### src/rtl/ptw_pkg.sv
package ptw_pkg;
  typedef enum logic [2:0] {
    WS_IDLE    = 3'd0,
    WS_XLATE   = 3'd1,
    WS_READ    = 3'd2,
    WS_WAIT    = 3'd3,
    WS_INSTALL = 3'd4
  } walk_state_e;
endpackage

### src/rtl/ptw_base_reg.sv
module ptw_base_reg #(
  parameter int ADDR_W     = 32,
  parameter int REGION_LSB = 22,
  parameter int PTE_SHIFT  = 10
) (
  input  logic              clk,
  input  logic              rst_n,
  input  logic              wr_en,
  input  logic [ADDR_W-1:0] wr_data,
  input  logic [ADDR_W-1:0] fault_vaddr,
  output logic [ADDR_W-1:0] base_q,
  output logic [ADDR_W-1:0] rd_data
);
  localparam logic [ADDR_W-1:0] KEEP_MASK  = {ADDR_W{1'b1}} << REGION_LSB;
  localparam logic [ADDR_W-1:0] ALIGN_MASK = {ADDR_W{1'b1}} << 2;

  logic [ADDR_W-1:0] base_d;

  always_comb begin
    base_d = base_q;
    if (wr_en) base_d = wr_data & KEEP_MASK;
  end

  always_ff @(posedge clk or negedge rst_n) begin
    if (!rst_n) base_q <= '0;
    else        base_q <= base_d;
  end

  assign rd_data = (base_q | (fault_vaddr >> PTE_SHIFT)) & ALIGN_MASK;


  base_write_chk: assert property (@(posedge clk) disable iff (!rst_n)
    wr_en |=> base_q == ($past(wr_data) & KEEP_MASK));
endmodule

### src/rtl/ptw_pte_fields.sv
module ptw_pte_fields #(
  parameter int ADDR_W   = 32,
  parameter int PAGE_LSB = 12,
  parameter int RING_W   = 2,
  parameter int RING_LSB = 4,
  parameter int ASID_W   = 8,
  parameter int ATTR_W   = 4
) (
  input  logic [ADDR_W-1:0]                 vaddr,
  input  logic [ADDR_W-1:0]                 pte,
  input  logic [(2**RING_W)*ASID_W-1:0]     ring_asid,
  output logic [ADDR_W-1:0]                 vpn,
  output logic [ADDR_W-1:0]                 ppn,
  output logic [ASID_W-1:0]                 asid,
  output logic [RING_W-1:0]                 ring,
  output logic [ATTR_W-1:0]                 attr
);
  localparam int NUM_RINGS = 2 ** RING_W;
  localparam logic [ADDR_W-1:0] PAGE_MASK = {ADDR_W{1'b1}} << PAGE_LSB;

  logic [ASID_W-1:0] asid_byte [NUM_RINGS];

  for (genvar g = 0; g < NUM_RINGS; g++) begin : g_ring
    assign asid_byte[g] = ring_asid[g*ASID_W +: ASID_W];
  end

  assign ring = pte[RING_LSB +: RING_W];
  assign asid = asid_byte[ring];
  assign attr = pte[ATTR_W-1:0];
  assign ppn  = pte & PAGE_MASK;
  assign vpn  = vaddr & PAGE_MASK;
endmodule

### src/rtl/ptw_ctrl.sv
module ptw_ctrl
  import ptw_pkg::*;
#(
  parameter int ADDR_W     = 32,
  parameter int REGION_LSB = 22,
  parameter int PTE_SHIFT  = 10,
  parameter int RING_W     = 2,
  parameter int CAUSE_W    = 6,
  parameter int NUM_WAYS   = 4,
  parameter int CNT_W      = 4
) (
  input  logic               clk,
  input  logic               rst_n,
  input  logic               miss_valid,
  input  logic [ADDR_W-1:0]  miss_vaddr,
  input  logic [RING_W-1:0]  miss_ring,
  input  logic [CAUSE_W-1:0] miss_cause,
  input  logic [ADDR_W-1:0]  base_q,
  output logic               busy,
  output logic               xl_req,
  output logic [ADDR_W-1:0]  xl_vaddr,
  input  logic               xl_ok,
  input  logic [ADDR_W-1:0]  xl_paddr,
  output logic               mem_req_valid,
  output logic [ADDR_W-1:0]  mem_req_addr,
  input  logic               mem_req_ready,
  input  logic               mem_rsp_valid,
  input  logic [ADDR_W-1:0]  mem_rsp_data,
  output logic [ADDR_W-1:0]  vaddr_q,
  output logic [ADDR_W-1:0]  pte_q,
  output logic               inst_valid,
  output logic [$clog2(NUM_WAYS)-1:0] inst_way,
  output logic               done_valid,
  output logic               done_ok,
  output logic [CAUSE_W-1:0] done_cause
);
  localparam int WAY_W = $clog2(NUM_WAYS);
  localparam logic [ADDR_W-1:0] ALIGN_MASK = {ADDR_W{1'b1}} << 2;

  walk_state_e        state_q, state_d;
  logic               load_en, paddr_en, pte_en, cnt_en;
  logic               skip_q, skip_d;
  logic [CAUSE_W-1:0] cause_q;
  logic [ADDR_W-1:0]  paddr_q;
  logic [CNT_W-1:0]   cnt_q, cnt_inc;

  assign skip_d  = (miss_ring == '0) &&
                   (miss_vaddr[ADDR_W-1:REGION_LSB] == base_q[ADDR_W-1:REGION_LSB]);
  assign cnt_inc = cnt_q + 1'b1;

  always_comb begin
    state_d  = state_q;
    load_en  = 1'b0;
    paddr_en = 1'b0;
    pte_en   = 1'b0;
    cnt_en   = 1'b0;
    case (state_q)
      WS_IDLE: if (miss_valid) begin
        load_en = 1'b1;
        state_d = WS_XLATE;
      end
      WS_XLATE: if (skip_q || !xl_ok) begin
        state_d = WS_IDLE;
      end else begin
        paddr_en = 1'b1;
        state_d  = WS_READ;
      end
      WS_READ: if (mem_req_ready) state_d = WS_WAIT;
      WS_WAIT: if (mem_rsp_valid) begin
        pte_en  = 1'b1;
        state_d = WS_INSTALL;
      end
      WS_INSTALL: begin
        cnt_en  = 1'b1;
        state_d = WS_IDLE;
      end
      default: state_d = WS_IDLE;
    endcase
  end

  always_ff @(posedge clk or negedge rst_n) begin
    if (!rst_n) begin
      state_q <= WS_IDLE;
      vaddr_q <= '0;
      cause_q <= '0;
      skip_q  <= 1'b0;
      paddr_q <= '0;
      pte_q   <= '0;
      cnt_q   <= '0;
    end else begin
      state_q <= state_d;
      if (load_en) begin
        vaddr_q <= miss_vaddr;
        cause_q <= miss_cause;
        skip_q  <= skip_d;
      end
      if (paddr_en) paddr_q <= xl_paddr;
      if (pte_en)   pte_q   <= mem_rsp_data;
      if (cnt_en)   cnt_q   <= cnt_inc;
    end
  end

  assign busy          = (state_q != WS_IDLE);
  assign xl_req        = (state_q == WS_XLATE) && !skip_q;
  assign xl_vaddr      = (base_q | (vaddr_q >> PTE_SHIFT)) & ALIGN_MASK;
  assign mem_req_valid = (state_q == WS_READ);
  assign mem_req_addr  = paddr_q;
  assign inst_valid    = (state_q == WS_INSTALL);
  assign inst_way      = cnt_inc[WAY_W-1:0];
  assign done_ok       = (state_q == WS_INSTALL);
  assign done_valid    = done_ok || ((state_q == WS_XLATE) && (skip_q || !xl_ok));
  assign done_cause    = done_ok ? '0 : cause_q;


  mem_hold_chk: assert property (@(posedge clk) disable iff (!rst_n)
    mem_req_valid && !mem_req_ready |=> mem_req_valid && $stable(mem_req_addr));

  way_cnt_hold_chk: assert property (@(posedge clk) disable iff (!rst_n)
    !inst_valid |=> $stable(cnt_q));

  fail_no_install_chk: assert property (@(posedge clk) disable iff (!rst_n)
    done_valid && !done_ok |-> !inst_valid && !mem_req_valid);

  busy_ignore_chk: assert property (@(posedge clk) disable iff (!rst_n)
    busy && miss_valid |=> $stable(vaddr_q));
endmodule

### src/rtl/pte_refill_walker.sv
module pte_refill_walker #(
  parameter int ADDR_W     = 32,
  parameter int REGION_LSB = 22,
  parameter int PTE_SHIFT  = 10,
  parameter int PAGE_LSB   = 12,
  parameter int RING_W     = 2,
  parameter int RING_LSB   = 4,
  parameter int ASID_W     = 8,
  parameter int ATTR_W     = 4,
  parameter int CAUSE_W    = 6,
  parameter int NUM_WAYS   = 4,
  parameter int CNT_W      = 4
) (
  input  logic                          clk,
  input  logic                          rst_n,
  input  logic                          base_wr_en,
  input  logic [ADDR_W-1:0]             base_wr_data,
  input  logic [ADDR_W-1:0]             fault_vaddr,
  output logic [ADDR_W-1:0]             base_rd_data,
  input  logic [(2**RING_W)*ASID_W-1:0] ring_asid,
  input  logic                          miss_valid,
  input  logic [ADDR_W-1:0]             miss_vaddr,
  input  logic [RING_W-1:0]             miss_ring,
  input  logic [CAUSE_W-1:0]            miss_cause,
  output logic                          busy,
  output logic                          xl_req,
  output logic [ADDR_W-1:0]             xl_vaddr,
  input  logic                          xl_ok,
  input  logic [ADDR_W-1:0]             xl_paddr,
  output logic                          mem_req_valid,
  output logic [ADDR_W-1:0]             mem_req_addr,
  input  logic                          mem_req_ready,
  input  logic                          mem_rsp_valid,
  input  logic [ADDR_W-1:0]             mem_rsp_data,
  output logic                          inst_valid,
  output logic [$clog2(NUM_WAYS)-1:0]   inst_way,
  output logic [ADDR_W-1:0]             inst_vpn,
  output logic [ADDR_W-1:0]             inst_ppn,
  output logic [ASID_W-1:0]             inst_asid,
  output logic [RING_W-1:0]             inst_ring,
  output logic [ATTR_W-1:0]             inst_attr,
  output logic                          done_valid,
  output logic                          done_ok,
  output logic [CAUSE_W-1:0]            done_cause
);
  logic [ADDR_W-1:0] base_q;
  logic [ADDR_W-1:0] vaddr_q;
  logic [ADDR_W-1:0] pte_q;

  ptw_base_reg #(
    .ADDR_W(ADDR_W), .REGION_LSB(REGION_LSB), .PTE_SHIFT(PTE_SHIFT)
  ) u_base (
    .clk(clk), .rst_n(rst_n), .wr_en(base_wr_en), .wr_data(base_wr_data),
    .fault_vaddr(fault_vaddr), .base_q(base_q), .rd_data(base_rd_data)
  );

  ptw_ctrl #(
    .ADDR_W(ADDR_W), .REGION_LSB(REGION_LSB), .PTE_SHIFT(PTE_SHIFT),
    .RING_W(RING_W), .CAUSE_W(CAUSE_W), .NUM_WAYS(NUM_WAYS), .CNT_W(CNT_W)
  ) u_ctrl (
    .clk(clk), .rst_n(rst_n),
    .miss_valid(miss_valid), .miss_vaddr(miss_vaddr), .miss_ring(miss_ring),
    .miss_cause(miss_cause), .base_q(base_q), .busy(busy),
    .xl_req(xl_req), .xl_vaddr(xl_vaddr), .xl_ok(xl_ok), .xl_paddr(xl_paddr),
    .mem_req_valid(mem_req_valid), .mem_req_addr(mem_req_addr),
    .mem_req_ready(mem_req_ready), .mem_rsp_valid(mem_rsp_valid),
    .mem_rsp_data(mem_rsp_data), .vaddr_q(vaddr_q), .pte_q(pte_q),
    .inst_valid(inst_valid), .inst_way(inst_way),
    .done_valid(done_valid), .done_ok(done_ok), .done_cause(done_cause)
  );

  ptw_pte_fields #(
    .ADDR_W(ADDR_W), .PAGE_LSB(PAGE_LSB), .RING_W(RING_W),
    .RING_LSB(RING_LSB), .ASID_W(ASID_W), .ATTR_W(ATTR_W)
  ) u_fields (
    .vaddr(vaddr_q), .pte(pte_q), .ring_asid(ring_asid),
    .vpn(inst_vpn), .ppn(inst_ppn), .asid(inst_asid),
    .ring(inst_ring), .attr(inst_attr)
  );


  self_walk_skip_chk: assert property (@(posedge clk) disable iff (!rst_n)
    $rose(busy) && ($past(miss_ring) == '0) &&
    ($past(miss_vaddr[ADDR_W-1:REGION_LSB]) == base_q[ADDR_W-1:REGION_LSB])
    |-> !xl_req && done_valid && !done_ok);

  xl_align_chk: assert property (@(posedge clk) disable iff (!rst_n)
    xl_req |-> xl_vaddr[1:0] == 2'b00);
endmodule

### config.mk
export PLATFORM = sky130hd
export DESIGN_NAME = pte_refill_walker
export DESIGN_NICKNAME = d
export VERILOG_FILES = /design/src/rtl/ptw_pkg.sv /design/src/rtl/ptw_base_reg.sv /design/src/rtl/ptw_pte_fields.sv /design/src/rtl/ptw_ctrl.sv /design/src/rtl/pte_refill_walker.sv
export SDC_FILE = /design/constraint.sdc
export NUM_CORES = 1
export LEC_CHECK = 0
export ABC_AREA = 1
export BUFFER_PORTS_ARGS = -buffer_cell sky130_fd_sc_hd__buf_4
export CAP_MARGIN = 20
export CORE_AREA = 2 2 151 153
export CTS_CLUSTER_SIZE = 10
export DETAILED_ROUTE_END_ITERATION = 8
export DIE_AREA = 0 0 153 155
export GPL_TIMING_DRIVEN = 0
export PLACE_DENSITY = 0.59
export SLEW_MARGIN = 20
export SYNTH_ARGS = -nofsm -noshare
export SYNTH_HDL_FRONTEND = slang
export SYNTH_SLANG_ARGS = --single-unit
export TNS_END_PERCENT = 5
### constraint.sdc
create_clock -name clk -period 3.1 [get_ports clk]
set_input_delay 0.62 -clock clk [delete_from_list [all_inputs] [get_ports clk]]
set_output_delay 0.62 -clock clk [all_outputs]
set_load 0.005 [all_outputs]
After elaboration in Yosys (flattened, before gate mapping)
Index checks and enable logic that the tools add are counted.
Word-level totals
  bits in registers: 120
  input bits: 207
  output and inout bits: 188
  logic and storage cells: 48
Cells by class
  add/subtract/negate cells: 1
  magnitude comparators: 1
  eq/ne operators: 8
  multiplexer cells: 16
  bitwise logic cells: 3
  reductions and logical operators: 11
Operator list (number)
  $or A32 B22 Y32: 2
  $bmux W8 S2: 1
  $mux W8: 2
  $pmux W3 S4: 1
  $eq A10 B10 Y1: 1
  $mux W3: 3
  $mux W1: 7
  $eq A3 B2 Y1 const B: 2
  $mux W6: 1
  $add A4 B1 Y4 const B: 1
  $ne A2 B2 Y1 const B: 2
  $eq A3 B1 Y1 const B: 1
  $eq A3 B3 Y1 const B: 1
  $ge A3 B3 Y1 const B: 1
  $logic_and A1 B1 Y1: 3
  $logic_not A3 Y1: 1
  $not A2 Y3: 1
  $reduce_and A3 Y1: 1
  $reduce_bool A3 Y1: 1
  $logic_not A1 Y1: 2
  $logic_not A2 Y1: 1
  $logic_or A1 B1 Y1: 2
  $mux W2: 1
  $ne A2 B1 Y1 const B: 1

Depth between registers and ports, before layout
Gate-level depths: netlist of run 1.
  depth in word-level cells: 4
  gate-level depth with buffers: 8

By module
From an unflattened synthesis of run 1, not the netlist that was laid out.
Second synthesis, totals
  cell total of the unflattened synthesis: 822
  area, all modules: 6402.4 sq um
By module, submodules not included
  ptw_ctrl: instances 1, cells each 560, area each 4690.7 sq um
  ptw_pte_fields: instances 1, cells each 165, area each 924.6 sq um
  ptw_base_reg: instances 1, cells each 97, area each 787.0 sq um

Worst setup path before layout of run 1
OpenSTA, ideal clock, no wires.
  path kind: reg2out
  start: register u_ctrl.pte_q[4]
  end: output port inst_asid[0]
  data arrival time: 1.084 ns
  slack: 1.396 ns
  stages on the path, launching flop included: 5
  path buffers: 1
  cells stage by stage: dfrtp_1 inv_1 clkbuf_1 nor2_1 o22ai_1
Between the ends
  cells in the longest elaborated chain, start to end: 4
RTL lines
  from (decl): line ptw_ctrl.sv:30  | output logic [ADDR_W-1:0] pte_q,
  from (signal assigned): line ptw_ctrl.sv:98  | if (pte_en) pte_q <= mem_rsp_data;
  $not A2 Y3 (implied by the code): line ptw_pte_fields.sv:28  | assign asid = asid_byte[ring];
  $bmux W8 S2: line ptw_pte_fields.sv:28
  $mux W8 (implied by the code) (2 in a row): line ptw_pte_fields.sv:28
  to (decl): line pte_refill_walker.sv:39  | output logic [ASID_W-1:0] inst_asid,
Every way passes these cells. The select of a mux whose other input is x is not followed.

Final worst setup path of run 1
  start: register u_ctrl.pte_q[4]
  end: output port inst_asid[3]
The elaborated chain is that of the path after synthesis.

==> results of run 1 <==
## stage by stage
step                std cells  total power, uW  area, sq um  setup slack [ns]   util
finish                   1223             6380         7840             0.505  0.353
global route             1223             6890         7840             0.366  0.353
CTS                      1223             6500         7840             0.531  0.353
detailed placement       1207             5190         7510             0.934  0.338
global placement         1207             5150         7500             0.916  0.338
floorplan                 629             3450         4950              1.40      -
## layout make-up
type                            instances  area (sq um)  share of cell area
Clock inverter                          7           106              0.0136
Buffer                                 99           689              0.0879
Multi-Input combinational cell        384          1580               0.202
Inverter                               46           173              0.0220
Timing Repair Buffer                  293          2200               0.281
Tap cell                              285           357              0.0455
Sequential cell                       100          2500               0.319
Clock buffer                            9           225              0.0287
## cells by family after synthesis
family	after synthesis
compound gates	64
other cells	1
flops	100
mux	2
buf+inv	145
xor+xnor	3
simple gates	287
## routing by layer
metal / up-vias / global-route usage / wire [um]
met5: - / 0 / 0
met4: 0 / 0.0423 / 225
met3: 12 / 0.0273 / 1030
met2: 179 / 0.214 / 7700
met1: 2180 / 0.159 / 6670
li1: 2390 / - / -
## power by group through the flow
stage / combinational (uW) / clock [uW] / sequential, uW
finish: 2900 / 1260 / 2210
global route: 3220 / 1360 / 2300
CTS: 2960 / 1320 / 2220
detailed placement: 2970 / 0 / 2230
global placement: 2920 / 0 / 2230
floorplan: 1230 / 0 / 2220
## final timing paths
kind	startpoint	end	slack [ns]	cells past startpoint
worst max-delay path	u_ctrl.pte_q[4]	inst_asid[3]	0.50	5
worst max register to register	u_ctrl.state_q[2]	u_ctrl.cause_q[2]	1.52	5
min in group clk	xl_paddr[27]	u_ctrl.mem_req_addr[27]	0.46	3
worst min register to register	u_ctrl.mem_req_addr[2]	u_ctrl.mem_req_addr[2]	0.48	2
max in group asynchronous	rst_n	u_ctrl.pte_q[19]	2.08	1
worst min-delay path	rst_n	u_ctrl.mem_req_addr[3]	0.39	1
## state kept, by name (all words and copies together), names as in the netlist
| name | cells |
|---|---|
| u_base.base_q | 10 |
| u_ctrl.cause_q | 6 |
| u_ctrl.cnt_q | 2 |
| u_ctrl.mem_req_addr | 32 |
| u_ctrl.pte_q | 26 |
| u_ctrl.skip_q | 1 |
| u_ctrl.state_q | 3 |
| u_ctrl.vaddr_q | 20 |
## cell usage in the layout (no fill, tap or decap), types with 2 or more instances in the layout
| cell type | count |
|---|---|
| o22ai_1 | 8 |
| nand3_1 | 2 |
| nand2_1 | 239 |
| a21oi_1 | 7 |
| dfrtp_1 | 100 |
| mux2_2 | 2 |
| buf_4 | 371 |
| clkbuf_1 | 13 |
| conb_1 | 28 |
| xor2_1 | 2 |
| o21ai_0 | 48 |
| buf_2 | 5 |
| buf_6 | 3 |
| clkinvlp_4 | 2 |
| bufinv_16 | 2 |
| nor2_1 | 42 |
| inv_8 | 2 |
| inv_2 | 4 |
| clkbuf_16 | 9 |
| inv_1 | 41 |
==> flow_summary.yaml, run 1 <==
floorplanning:
  io_pins: 395
  coreArea_sq_um: 22200
  die_area_sq_um: 23700
  std_cell_rows: 55
  die_w_um: 153
  die_h_um: 155
  initial_core_util: 0.218
cts:
  cts-buffers-inserted: 9
  worstSkewPairLatency_ns: 0.35
  cts_htree_levels: 3
  root_buffer: "clkbuf_16"
  postCtsHoldBufs: 0
  cts_tree: "built"
  cts_sinks: 100
  ctsResizeCount: 0
  clock_path_buffers: 2
  cts_setup_buffers: 0
  cts.clk_slew.worst_paths_ns: 0.08
synthesis:
  synth-edff-count: 0
  ys_warn_count: 0
  yosys-mux-area-fraction: 0.00465
  synth_compound_area_frac: 0.0687
  yosys.cell_types.count: 23
  syn_area_sq_um: 4850
  synth.largest_area_cell: "dfrtp_1"
  synth.area.top_cells: "dfrtp_1, nand2_1, buf_4, o21ai_0, nor2_1"
  synthFlopType: "dfrtp_1"
  synthXorXnorAreaFrac: 0.00542
  synthArstFlopShare: 1.00
  yosys_register_bits: 100
  yosysSeqAreaShare: 0.516
  syn_inst: 602
  synthTopCellsByCount: "nand2_1, dfrtp_1, buf_4"
  synth_top_cell_area_share: 0.516
  synth_top_family_by_area: "simple AND/OR/NAND/NOR gates"
  avgSynthCellArea_sq_um: 8.05
  synth_most_common_cell: "nand2_1"
  synthAdderAreaFrac: 0
  synth-simple-area-share: 0.226
final_layout:
  area_growth_pct: 61.7
  fillers: 2364
  final_nets: 1140
  n_antenna_cell: 0
  drive_above_1_share: 0.432
pwr:
  p_per_area_nw_per_um2: 814
  clkPwrFrac: 0.198
  p_int_uw: 4190
  switching_power_uw: 2190
  p_leak_uw: 0.00447
  pwr-share-comb: 0.455
  swShare: 0.343
  ir_drop_mv: 0.336
  seqPwrFrac: 0.347
place:
  io_buffer_count: 293
  dpl.hpwl_um: 12200
  place_congestion: 0.761
timing:
  fin_crit_sh: 0.837
  fmax_mhz: 385
  rsz0062_at_grt: "false"
  holdWs_ns: 0.388
  finalMaxSlewViolations: 0
  hold_violations: 0
  fin_skew_ns: 0.0121
  worstMarginPinSlew_ns: 0.937
  setup_tns_ns: 0
  finalCriticalPeriod_ns: 2.60
  relSlewSlack: 0.375
  finalSetupViolCount: 0
global_routing:
  overflow: 0
  grt_pass1_vias: 4547
  grtUsageTotal: 0.126
  grt_start_max_net_pins: 101
  antenna_found_initial: 0
  grt_pass1_wl_um: 24000
worst_setup_path:
  worst_setup_path_start_kind: "flip-flop"
  slowest_stage: "dfrtp_1"
  cp-end-kind: "primary output"
  crit_family: "buffers and inverters"
  cpPeakStageDelay_ns: 0.50
  cp_cell_sequence: "inv_1, clkbuf_1, nor2_1, o22ai_1, buf_4"
  path_buf_inv: 3
  critPathKind: "flip-flop to primary output"
  cp.arrival_ns: 1.98
  critPathMaxFanout: 10
  required_ns: 2.48
detailed_routing:
  via_per_inst: 3.89
  ant_nets: 0
  drt_pass1_iterations: 4
  wl_um: 15600
  drt_iter0_markers: 227
  avgRoutedWirePerCell_um: 12.8
  num_vias: 4761
  route.detailed.drc: 0
worst_hold_path:
  min_path_type: "primary input to async pin"
outcome:
  status: "completed"
job:
  drv_cap: 0
No activity file was read; power rests on OpenSTA's default activity.
==> run 2, diff against run 1 <==
--- a/config.mk
+++ b/config.mk
@@ -5,15 +5,15 @@
 export SDC_FILE = /design/constraint.sdc
 export NUM_CORES = 1
 export LEC_CHECK = 0
-export ABC_AREA = 1
+export ABC_AREA = 0
 export BUFFER_PORTS_ARGS = -buffer_cell sky130_fd_sc_hd__buf_4
 export CAP_MARGIN = 20
-export CORE_AREA = 2 2 151 153
+export CORE_AREA = 2 2 154 156
 export CTS_CLUSTER_SIZE = 10
 export DETAILED_ROUTE_END_ITERATION = 8
-export DIE_AREA = 0 0 153 155
+export DIE_AREA = 0 0 156 158
 export GPL_TIMING_DRIVEN = 0
-export PLACE_DENSITY = 0.59
+export PLACE_DENSITY = 0.58
 export SLEW_MARGIN = 20
 export SYNTH_ARGS = -nofsm -noshare
 export SYNTH_HDL_FRONTEND = slang
==> constraint.sdc (replaced) <==
create_clock -name clk -period 2.4 [get_ports clk]
set_input_delay 0.48 -clock clk [delete_from_list [all_inputs] [get_ports clk]]
set_output_delay 0.48 -clock clk [all_outputs]
set_load 0.005 [all_outputs]
==> run 2 against run 1 <==
Effect of this change:
- clock power rose by 11%
- worst setup slack got worse by 0.38 ns
- wire length is 5.1% lower
==> flow_summary.yaml, run 2 <==
detailed_routing:
  route.detailed.drc: 0
  via_per_inst: 3.80
  dr_wl_met3_um: 1570
  wl_um: 14800
  m1WireLength_um: 5220
  ant_nets: 0
  top_layer: "met4"
  num_vias: 3694
  drt_iter0_markers: 107
  avgRoutedWirePerCell_um: 15.3
  drt_pass1_iterations: 4
  dr_wl_met2_um: 7870
final_layout:
  utilization: 0.339
  final_cell_mix: "buf_4, dfrtp_1, mux2_2"
  area.sequential_sq_um: 2500
  area_growth_pct: 60.4
  final_common_cell: "buf_4"
  finalNonFillerCells: 971
  multi_input_area_sq_um: 1750
  final_nets: 883
  largest_register_ffs: 32
  fillers: 2349
  n_antenna_cell: 0
  drive_above_1_share: 0.736
cts:
  cts_setup_buffers: 0
  cts_htree_levels: 3
  cts.clk_slew.worst_paths_ns: 0.07
  ctsResizeCount: 0
  cts-buffers-inserted: 9
  postCtsHoldBufs: 0
  clock_path_buffers: 2
  cts_sinks: 100
  worstSkewPairLatency_ns: 0.35
  root_buffer: "clkbuf_16"
  cts_tree: "built"
worst_setup_path:
  required_ns: 1.92
  worst-path-stages: 5
  critical_path.endpoint: "inst_valid"
  r2r_cells: 4
  cp-end-kind: "primary output"
  critPathMaxFanout: 10
  cpPeakStageDelay_ns: 0.49
  crit_family: "buffers and inverters"
  r2r-end: "u_ctrl.vaddr_q[21]"
  cp.arrival_ns: 1.80
  reg2reg_slack_ns: 0.59
  cpMostUsedCell: "buf_4"
  path_buf_inv: 3
  crit_path_start: "u_ctrl.state_q[1]"
  rr_startpoint: "u_ctrl.state_q[1]"
  worst_setup_path_start_kind: "flip-flop"
  cp_cell_sequence: "nor2_1, and2_1, clkbuf_1, buf_4, buf_4"
  critPathKind: "flip-flop to primary output"
  slowest_stage: "dfrtp_1"
worst_hold_path:
  min_path_type: "primary input to async pin"
floorplanning:
  initial_core_util: 0.211
  coreArea_sq_um: 23100
  std_cell_rows: 56
  io_pins: 395
  die_w_um: 156
  die_h_um: 158
  die_area_sq_um: 24600
pwr:
  p_leak_uw: 0.00398
  p_per_area_nw_per_um2: 1080
  design_power_total_uw: 8460
  ir_drop_mv: 0.524
synthesis:
  synthTopCellsByCount: "dfrtp_1, buf_4, mux2_2"
  synth.area.top_cells: "dfrtp_1, mux2_2, buf_4, mux2_4, mux4_2"
  synthArstFlopShare: 1.00
  ys_warn_count: 0
  yosys.cell_types.count: 33
  synth.largest_area_cell: "dfrtp_1"
  synth_compound_area_frac: 0.00488
  synthXorXnorAreaFrac: 0.0234
  avgSynthCellArea_sq_um: 14.1
  yosys_register_bits: 100
  synth_most_common_cell: "dfrtp_1"
  synthFlopType: "dfrtp_1"
  synth-simple-area-share: 0.0357
  synth_top_cell_area_share: 0.513
  syn_area_sq_um: 4870
  synthAdderAreaFrac: 0
  synth-edff-count: 0
  synth_top_family_by_area: "multiplexers"
  yosysSeqAreaShare: 0.513
  syn_inst: 345
  yosys-mux-area-fraction: 0.273
place:
  place_congestion: 0.700
  io_buffer_count: 293
  dp.cells: 955
  dpl.hpwl_um: 11700
global_routing:
  grt_pass1_vias: 3774
  grt_pass1_wl_um: 21300
  grt_start_max_net_pins: 101
  antenna_found_initial: 0
  grtUsageTotal: 0.115
  overflow: 0
timing:
  finalSetupViolCount: 0
  fin_crit_sh: 0.948
  fin_skew_ns: 0.00840
  rsz0062_at_grt: "false"
  relSlewSlack: 0.368
  hold_violations: 0
  worstMarginPinSlew_ns: 0.949
  setup_tns_ns: 0
  fmax_mhz: 439
  finalMaxSlewViolations: 0
  finalCriticalPeriod_ns: 2.28
outcome:
  status: "completed"
job:
  drv_cap: 0
-- run 2: cell count changes in the layout (fill, tap and decap cells not counted), sizes merged, moves of 4 or more --
cell    before  now
nor2b        0    6
mux4         0    8
o22ai        8    1
nand2      240    3
clkbuf      22   12
o21ai       48    1
a21oi        7    1
inv         48    8
buf        379  383
mux2         2   95
nor2        42    6
xor2         2    6
xnor2        1    7
-- run 2: cells by family after synthesis --
family / Yosys count
AOI/OAI and AO/OA: 4
xor gates and xnor gates: 13
buffers and inverters: 98
DFF: 100
muxes: 104
other: 1
and+or+nand+nor: 25
-- run 2: worst min path at each step --
| stage | endpoint | from | cells after the start | slack, ns |
|---|---|---|---|---|
| after CTS | u_ctrl.pte_q[23] | rst_n | 1 | 0.31 |
| after floorplan | u_base.base_q[22] | rst_n | 0 | 0.18 |
| after detailed placement | u_ctrl.cnt_q[1] | u_ctrl.cnt_q[1] | 1 | 0.48 |
| after global routing | u_base.base_q[22] | base_wr_data[22] | 2 | 0.33 |
| final | u_ctrl.mem_req_addr[1] | rst_n | 1 | 0.26 |
| after global placement | u_ctrl.mem_req_addr[20] | u_ctrl.mem_req_addr[20] | 1 | 0.48 |
-- run 2: stage by stage --
step           worst slack (ns)  hold slack (ns)  area, sq um
2_1_floorplan             0.746            0.184         4980
3_3_place_gp              0.490            0.481         7540
3_5_place_dp              0.464            0.483         7540
4_1_cts                  0.0697            0.308         7820
5_1_grt                  0.0149            0.331         7820
6_report                  0.124            0.264         7820
-- run 2: layout make-up --
class	count	share of cell area
well taps	290	0.0464
flip-flops and latches	100	0.320
clock buffers	10	0.0293
clock inverters	6	0.00624
repair buffers	293	0.282
plain buffers	92	0.0899
multi-input cells	174	0.224
inverters	6	0.00288
-- run 2: power by group --
group	internal (uW)	switching, uW	total [uW]
Sequential	2460	504	2970
Combinational	2750	1350	4100
Clock	716	681	1400
Total	5930	2530	8460
-- run 2: worst reg2reg max path: cells and delay by family, from the launching register on --
| kind | cells | cell delay (ns) |
|---|---|---|
| muxes | 1 | 0.34 |
| and+or+nand+nor | 2 | 0.67 |
| DFF | 1 | 0.49 |
| buffers and inverters | 1 | 0.20 |
-- run 2: routing by layer --
metal	GRT usage	vias up
li1	-	1732
met1	0.118	1737
met2	0.218	215
met3	0.0465	10
met4	0.0293	0
met5	0	-
==> run 3, diff against run 2 <==
--- a/config.mk
+++ b/config.mk
@@ -8,12 +8,14 @@
 export ABC_AREA = 0
 export BUFFER_PORTS_ARGS = -buffer_cell sky130_fd_sc_hd__buf_4
 export CAP_MARGIN = 20
-export CORE_AREA = 2 2 154 156
+export CELL_PAD_IN_SITES_DETAIL_PLACEMENT = 1
+export CELL_PAD_IN_SITES_GLOBAL_PLACEMENT = 2
+export CORE_AREA = 2 2 152 154
 export CTS_CLUSTER_SIZE = 10
 export DETAILED_ROUTE_END_ITERATION = 8
-export DIE_AREA = 0 0 156 158
+export DIE_AREA = 0 0 154 156
 export GPL_TIMING_DRIVEN = 0
-export PLACE_DENSITY = 0.58
+export PLACE_DENSITY = 0.88
 export SLEW_MARGIN = 20
 export SYNTH_ARGS = -nofsm -noshare
 export SYNTH_HDL_FRONTEND = slang
==> run 3 against run 2 <==
Effect of this change:
- die area is 2.5% lower
- sequential power hardly changed
- non-clock buffer count is 1 lower
- highest routed layer unchanged
==> flow_summary.yaml, run 3 (synthesized netlist as in run 2, its figures left out) <==
global_routing:
  grt_pass1_wl_um: 23100
  grtUsageTotal: 0.125
  grt_pass1_vias: 4078
  overflow: 0
  grt_start_max_net_pins: 101
  antenna_found_initial: 1
detailed_routing:
  m1WireLength_um: 5620
  wl_um: 15600
  dr_wl_met2_um: 8380
  route.detailed.drc: 0
  num_vias: 3769
  dr_wl_met3_um: 1360
  avgRoutedWirePerCell_um: 16.1
  via_per_inst: 3.91
  ant_nets: 0
  top_layer: "met4"
  drt_pass1_iterations: 4
  drt_iter0_markers: 88
worst_setup_path:
  r2r-end: "u_ctrl.vaddr_q[25]"
  cpPeakStageDelay_ns: 0.56
  cp.arrival_ns: 1.72
  reg2reg_slack_ns: 0.57
  slowest_stage: "mux4_2"
  critPathKind: "flip-flop to primary output"
  cp-end-kind: "primary output"
  worst_setup_path_start_kind: "flip-flop"
  cp_cell_sequence: "buf_2, mux4_2, buf_4"
  crit_family: "multiplexers"
  rr_startpoint: "u_ctrl.state_q[2]"
  path_buf_inv: 2
  r2r_cells: 4
  required_ns: 1.92
  critPathMaxFanout: 9
place:
  io_buffer_count: 293
  place_congestion: 0.753
  dpl_worst_slack_ns: 0.423
  dpl.hpwl_um: 12500
  postPlaceCellArea_sq_um: 7540
timing:
  finalMaxSlewViolations: 0
  setup_ws_ns: 0.197
  hold_violations: 0
  rsz0062_at_grt: "false"
  setup_tns_ns: 0
  fmax_mhz: 454
  finalSetupViolCount: 0
  relSlewSlack: 0.367
  fin_crit_sh: 0.918
  fin_skew_ns: 0.0111
  worstMarginPinSlew_ns: 0.950
  finalCriticalPeriod_ns: 2.20
cts:
  root_buffer: "clkbuf_16"
  cts_htree_levels: 3
  ctsResizeCount: 0
  cts_setup_buffers: 0
  clock_path_buffers: 2
  cts_tree: "built"
  worstSkewPairLatency_ns: 0.35
  postCtsHoldBufs: 0
  cts-buffers-inserted: 9
  cts_sinks: 100
  cts.clk_slew.worst_paths_ns: 0.07
pwr:
  p_leak_uw: 0.00401
  ir_drop_mv: 0.435
  p_per_area_nw_per_um2: 1110
floorplanning:
  std_cell_rows: 55
  die_w_um: 154
  io_pins: 395
  die_h_um: 156
  die_area_sq_um: 24000
  coreArea_sq_um: 22400
  initial_core_util: 0.218
final_layout:
  final_cell_area_sq_um: 7870
  largest_register_ffs: 32
  utilization: 0.352
  area_growth_pct: 61.5
  final_nets: 882
  final_common_cell: "buf_4"
  drive_above_1_share: 0.738
  final_cell_mix: "buf_4, dfrtp_1, mux2_2"
worst_hold_path:
  min_path_type: "primary input to async pin"
outcome:
  status: "completed"
job:
  drv_cap: 0
[run 3: changes by cell type in the layout (fill, tap and decap cells not counted)]
cell	change
bufinv_16	+3
clkinv_4	-1
diode_2	+1
inv_8	-1
clkbuf_1	-2
clkinvlp_4	-1
[run 3: worst max path at each step]
stage / from / endpoint / slack (ns) / cells past startpoint
3_5_place_dp: u_ctrl.state_q[1] / inst_valid / 0.42 / 5
4_1_cts: u_ctrl.state_q[1] / inst_valid / 0.04 / 5
5_1_grt: u_ctrl.state_q[0] / inst_valid / 0.08 / 5
6_report: u_ctrl.pte_q[4] / inst_asid[0] / 0.20 / 3
3_3_place_gp: u_ctrl.state_q[1] / inst_valid / 0.47 / 5
2_1_floorplan: u_ctrl.state_q[0] / inst_valid / 0.75 / 5
[run 3: routing by layer]
metal,vias up,track usage
met5,-,0
met2,197,0.230
li1,1719,-
met4,0,0.0356
met1,1844,0.135
met3,9,0.0439
[run 3: cell type report]
class,instances,area (sq um)
diodes,1,2.50
plain buffers,91,699
clock buffers,9,225
clock inverters,6,111
fillers,2491,14500
inverters,6,22.5
multi-input cells,174,1750
flip-flops and latches,100,2500
well taps,285,357
repair buffers,293,2200
[run 3: report_power, final]
group | internal (uW) | leakage [uW] | total (uW) | switching (uW)
Combinational | 2750 | 0.00265 | 4100 | 1350
Sequential | 2460 | 0.00119 | 2970 | 507
Clock | 1020 | 0.000162 | 1690 | 675
Total | 6230 | 0.00401 | 8760 | 2530
[run 3: metrics by stage]
stage | power [uW] | hold slack [ns] | instances
6_report | 8760 | 0.251 | 965
5_1_grt | 9350 | 0.319 | 965
4_1_cts | 8950 | 0.288 | 965
3_5_place_dp | 7200 | 0.487 | 950
3_3_place_gp | 7060 | 0.477 | 950
2_1_floorplan | 4860 | 0.184 | 372
